`src/rtl/errlog_pkg.sv`:
```
package errlog_pkg;

    localparam int CSR_W      = 32;
    localparam int NIB_W      = 4;
    localparam int LOW_W      = 16;
    localparam int MODE_BIT   = 31;
    localparam int DIS_BIT    = 30;
    localparam int UPD_BIT    = 28;

    typedef struct packed {
        logic mode;
        logic dis;
    } ctl_t;

    typedef struct packed {
        logic [NIB_W-1:0] attr;
        logic [NIB_W-1:0] cmd2;
        logic [NIB_W-1:0] cmd1;
    } log_t;

    function automatic logic [CSR_W-1:0] pack_csr(ctl_t c, log_t l, logic [LOW_W-1:0] ph);
        return {c.mode, c.dis, 2'b00, l.attr, l.cmd2, l.cmd1, ph};
    endfunction

endpackage

```
`src/rtl/errlog_ctl.sv`:
```
module errlog_ctl
    import errlog_pkg::*;
(
    input  logic             clk,
    input  logic             rst,
    input  logic             strap_mode2,
    input  logic             wr_en,
    input  logic [CSR_W-1:0] wdata,
    output ctl_t             ctl
);

    logic upd;
    assign upd = wr_en && wdata[UPD_BIT];

    always_ff @(posedge clk) begin
        if (rst) begin
            ctl.mode <= strap_mode2;
            ctl.dis  <= 1'b0;
        end else if (upd) begin
            ctl.mode <= wdata[MODE_BIT];
            ctl.dis  <= wdata[DIS_BIT];
        end
    end


    ctl_update_chk: assert property (@(posedge clk) disable iff (rst)
        upd |=> (ctl.mode == $past(wdata[MODE_BIT])) && (ctl.dis == $past(wdata[DIS_BIT])));


    ctl_hold_chk: assert property (@(posedge clk) disable iff (rst)
        !upd |=> $stable(ctl));

endmodule

```
`src/rtl/errlog_capture.sv`:
```
module errlog_capture
    import errlog_pkg::*;
#(
    parameter int PHASE_W = 4
) (
    input  logic               clk,
    input  logic               rst,
    input  logic               rd_en,
    input  logic               err_valid,
    input  logic [PHASE_W-1:0] err_phase,
    input  log_t               err_log,
    output log_t               log_q,
    output logic [PHASE_W-1:0] phase_q
);

    logic armed;
    logic load;

    assign armed = (phase_q == '0);
    assign load  = err_valid && (err_phase != '0) && armed;

    always_ff @(posedge clk) begin
        if (rst) begin
            log_q   <= '0;
            phase_q <= '0;
        end else if (load) begin
            log_q   <= err_log;
            phase_q <= err_phase;
        end else if (rd_en) begin
            phase_q <= '0;
        end
    end


    capture_load_chk: assert property (@(posedge clk) disable iff (rst)
        (err_valid && err_phase != '0 && phase_q == '0)
        |=> (phase_q == $past(err_phase)) && (log_q == $past(err_log)));


    capture_frozen_chk: assert property (@(posedge clk) disable iff (rst)
        (phase_q != '0 && !rd_en) |=> $stable(phase_q) && $stable(log_q));


    read_clear_chk: assert property (@(posedge clk) disable iff (rst)
        (rd_en && phase_q != '0) |=> (phase_q == '0) && $stable(log_q));


    zero_phase_ignored_chk: assert property (@(posedge clk) disable iff (rst)
        (phase_q == '0 && (!err_valid || err_phase == '0)) |=> (phase_q == '0) && $stable(log_q));

endmodule

```
`src/rtl/errlog_csr.sv`:
```
module errlog_csr
    import errlog_pkg::*;
#(
    parameter int PHASE_W = 4
) (
    input  logic               clk,
    input  logic               rst,
    input  logic               strap_mode2,
    input  logic               wr_en,
    input  logic [31:0]        wdata,
    input  logic               rd_en,
    output logic [31:0]        rdata,
    input  logic               err_valid,
    input  logic [PHASE_W-1:0] err_phase,
    input  logic [3:0]         err_attr,
    input  logic [3:0]         err_cmd2,
    input  logic [3:0]         err_cmd1,
    output logic               ecc_mode,
    output logic               single_as_uncorr
);

    ctl_t               ctl;
    log_t               err_log;
    log_t               log_q;
    logic [PHASE_W-1:0] phase_q;
    logic [LOW_W-1:0]   phase_ext;

    assign err_log = '{attr: err_attr, cmd2: err_cmd2, cmd1: err_cmd1};

    errlog_ctl u_ctl (
        .clk         (clk),
        .rst         (rst),
        .strap_mode2 (strap_mode2),
        .wr_en       (wr_en),
        .wdata       (wdata),
        .ctl         (ctl)
    );

    errlog_capture #(.PHASE_W(PHASE_W)) u_cap (
        .clk       (clk),
        .rst       (rst),
        .rd_en     (rd_en),
        .err_valid (err_valid),
        .err_phase (err_phase),
        .err_log   (err_log),
        .log_q     (log_q),
        .phase_q   (phase_q)
    );

    generate
        if (PHASE_W < LOW_W) begin : g_pad
            assign phase_ext = {{(LOW_W-PHASE_W){1'b0}}, phase_q};
        end else begin : g_full
            assign phase_ext = phase_q[LOW_W-1:0];
        end
    endgenerate

    assign rdata            = pack_csr(ctl, log_q, phase_ext);
    assign ecc_mode         = ctl.mode;
    assign single_as_uncorr = ctl.mode && ctl.dis;


    parity_ignores_dis_chk: assert property (@(posedge clk) disable iff (rst)
        !rdata[MODE_BIT] |-> !single_as_uncorr);


    write_keeps_log_chk: assert property (@(posedge clk) disable iff (rst)
        (wr_en && !err_valid && !rd_en) |=> $stable(rdata[27:0]));

endmodule

```
`config.mk`:
```
export PLATFORM = sky130hd
export DESIGN_NAME = errlog_csr
export DESIGN_NICKNAME = d
export VERILOG_FILES = /design/src/rtl/errlog_pkg.sv /design/src/rtl/errlog_ctl.sv /design/src/rtl/errlog_capture.sv /design/src/rtl/errlog_csr.sv
export SDC_FILE = /design/constraint.sdc
export NUM_CORES = 1
export LEC_CHECK = 0
export ABC_AREA = 1
export BUFFER_PORTS_ARGS = -buffer_cell sky130_fd_sc_hd__buf_4
export CAP_MARGIN = 0
export CORE_MARGIN = 2
export CORE_UTILIZATION = 37
export DETAILED_ROUTE_END_ITERATION = 8
export PLACE_DENSITY = 0.91
export SYNTH_ARGS = -nofsm -noshare
export SYNTH_HDL_FRONTEND = slang
export SYNTH_SLANG_ARGS = --single-unit
```
`constraint.sdc`:
```
create_clock -name clk -period 1.55 [get_ports clk]
set_input_delay 0.465 -clock clk [delete_from_list [all_inputs] [get_ports clk]]
set_output_delay 0.465 -clock clk [all_outputs]
set_load 0.02 [all_outputs]
```
==> flow_summary.json <==
{
  "cts.sinks": 18,
  "cts_setup_buffers": 0,
  "grt_util_all_layers_pct": 15.9,
  "cpPeakStageDelay_ns": 0.43,
  "grt_pass1_wl_um": 3160,
  "syn2layout_area_growth_pct": 34.8,
  "fin_tns_setup_ns": 0,
  "synth_area_leaders": "dfxtp_1, buf_4, nor2_1",
  "wl_per_cell_um": 10.6,
  "power.density_mw_per_mm2": 1000,
  "critPathSlowestCell": "edfxtp_1",
  "fp.dieH_um": 52.5,
  "cts_resized": 0,
  "die_w_um": 52.5,
  "cts_hold_buffers": 0,
  "root_buffer": "clkbuf_4",
  "antenna_left": 0,
  "fin_ws_ns": 0.0982,
  "ys_ff_latch": 18,
  "synth_area_leader_cell": "dfxtp_1",
  "outcome": "completed",
  "core-area_mm2": 0.00221,
  "setup_viol_count_final": 0,
  "antenna_found_initial": 0,
  "dieArea_mm2": 0.00276,
  "insertion_delay_ns": 0.28,
  "fillers": 218,
  "final_nets": 209,
  "synth_cell_type_count": 20,
  "total_leakage_power_nw": 0.593,
  "hold_viol": 0,
  "yosysWarningCount": 0,
  "routed_wl_um": 1920,
  "grt_pass1_vias": 751,
  "antenna_cells": 0,
  "clockPowerShare_pct": 23.8,
  "clkSlewWorstSetupHoldPaths_ns": 0.10,
  "crit_path_start_kind": "register",
  "layoutNonFillerInstCount": 182,
  "finalCritPeriodShare_pct": 93.7,
  "swShare_pct": 31.9,
  "grt-ovfl-total": 0,
  "rsz0062_at_grt": "false",
  "use_met2_pct": 30.0,
  "cts_buffer_depth": 2,
  "place_hpwl_um": 1550,
  "critical_path_buf_inv_count": 2,
  "clock-skew-final_ns": 0.000951,
  "timing.final.crit_period_ns": 1.45,
  "worst_hold_slack_ns": 0.385,
  "min_path_type": "in -> reg",
  "portBuffers": 44,
  "grt_start_max_net_pins": 16,
  "synthCells": 111,
  "fmax_ghz": 0.689,
  "drv_cap": 0,
  "end_kind": "primary output",
  "critPathRequiredTime_ns": 1.08,
  "rows": 17,
  "synth_top_area_share_pct": 39.1,
  "htree_levels": 1,
  "yosysMostFrequentCell": "nor2_1",
  "start_util_pct": 39.4,
  "synth_area_um2": 871,
  "via_per_inst": 4.44,
  "top_usage_layer": "met2",
  "grt_use_met3_pct": 3.71,
  "path_class": "reg -> out",
  "synthTopCellsByCount": "nor2_1, dfxtp_1, buf_4",
  "final-max-slew-violation-count": 0,
  "tritoncts": "yes",
  "crit_chain": "nand2_1 -> inv_1 -> buf_4",
  "ioPinCount": 88,
  "arrival_ns": 0.99,
  "async_flop_share_pct": 0,
  "crit_fanout": 3,
  "drt-pass1-iter-count": 4,
  "avgSynthCellArea_um2": 7.85,
  "power_switching_mw": 0.375,
  "power_frac_comb_pct": 30.0,
  "gp_congestion": 0.671,
  "pre_cts_ws_ns": 0.113,
  "drive_gt1_share_pct": 39.0,
  "vdd_drop_max_uv": 430,
  "place_inst": 178,
  "drc_errors": 0,
  "p_seq_share_pct": 46.2,
  "path_delay_family": "flip-flops",
  "synth-seq-area-share_pct": 42.5,
  "cts_buffers": 3,
  "synth-edff-count": 1,
  "vias": 808,
  "internal_power_mw": 0.801,
  "synth-main-ff-cell": "dfxtp_1",
  "gr-usage-met1_pct": 15.5,
  "first_iter_violations": 19
}
sequential cells by signal, summed over array words and instances, names as in the netlist:
signal,count
u_cap.log_q,12
u_cap.phase_q,4
u_ctl.ctl,2
worst paths after layout:
check,start,endpoint,slack [ns],depth (start not counted)
max reg2reg,u_cap.phase_q[3],u_cap.phase_q[2],0.36,7
min reg2reg,u_cap.log_q[6],u_cap.log_q[6],0.50,2
max,u_ctl.ctl[1],single_as_uncorr,0.1,3
min,rst,u_cap.phase_q[0],0.39,2
per-stage QoR:
step / power, mW / utilization (%) / area (um2)
floorplan: 0.807 / - / 920
global route: 1.26 / 53.1 / 1170
detailed placement: 0.910 / 51.4 / 1140
CTS: 1.20 / 53.1 / 1170
global placement: 0.895 / 51.4 / 1140
finish: 1.18 / 53.1 / 1170
layout by cell type (no fill, tap or decap), drive strengths merged, types with 4 or more instances in the layout:
| cell | count |
|---|---|
| nand3 | 7 |
| nor2 | 29 |
| clkbuf | 4 |
| buf | 44 |
| o21ai | 13 |
| a21oi | 5 |
| dfxtp | 17 |
| nand2 | 12 |
| conb | 14 |
| inv | 8 |
routing by layer:
metal | up-vias | routed length [um]
li1 | 409 | -
met1 | 349 | 789
met2 | 48 | 893
met3 | 2 | 221
met4 | 0 | 19
met5 | - | 0
power groups by stage:
stage | combinational (mW) | sequential, mW | clock (mW)
5_1_grt | 0.389 | 0.548 | 0.320
6_report | 0.353 | 0.543 | 0.280
2_1_floorplan | 0.199 | 0.608 | 0
4_1_cts | 0.356 | 0.543 | 0.296
3_3_place_gp | 0.345 | 0.550 | 0
3_5_place_dp | 0.356 | 0.554 | 0
worst register-to-register path, delay by kind of cell (launching register included):
family	cells	cell delay, ns
AND/OR/NAND/NOR	4	0.40
flip-flops	1	0.35
buffers and inverters	2	0.27
AO/OA/AOI/OAI	1	0.12
cell type report:
cell class                      count  area, um2  area share, %
Clock buffer                        4       36.3           3.09
Inverter                            8       32.5           2.77
Multi-Input combinational cell     80        369           31.4
Sequential cell                    18        370           31.6
Tap cell                           28       35.0           2.99
Timing Repair Buffer               44        330           28.1
logic make-up (layout without fill, tap and decap cells):
logic type             Yosys count  after routing  synth area share [%]
other                            1             14                 0.431
buffers and inverters           26             56                  20.7
AND/OR/NAND/NOR                 48             48                  26.0
AO/OA/AOI/OAI                   18             18                  10.3
flip-flops                      18             18                  42.5
No activity file was read; power rests on OpenSTA's default activity.
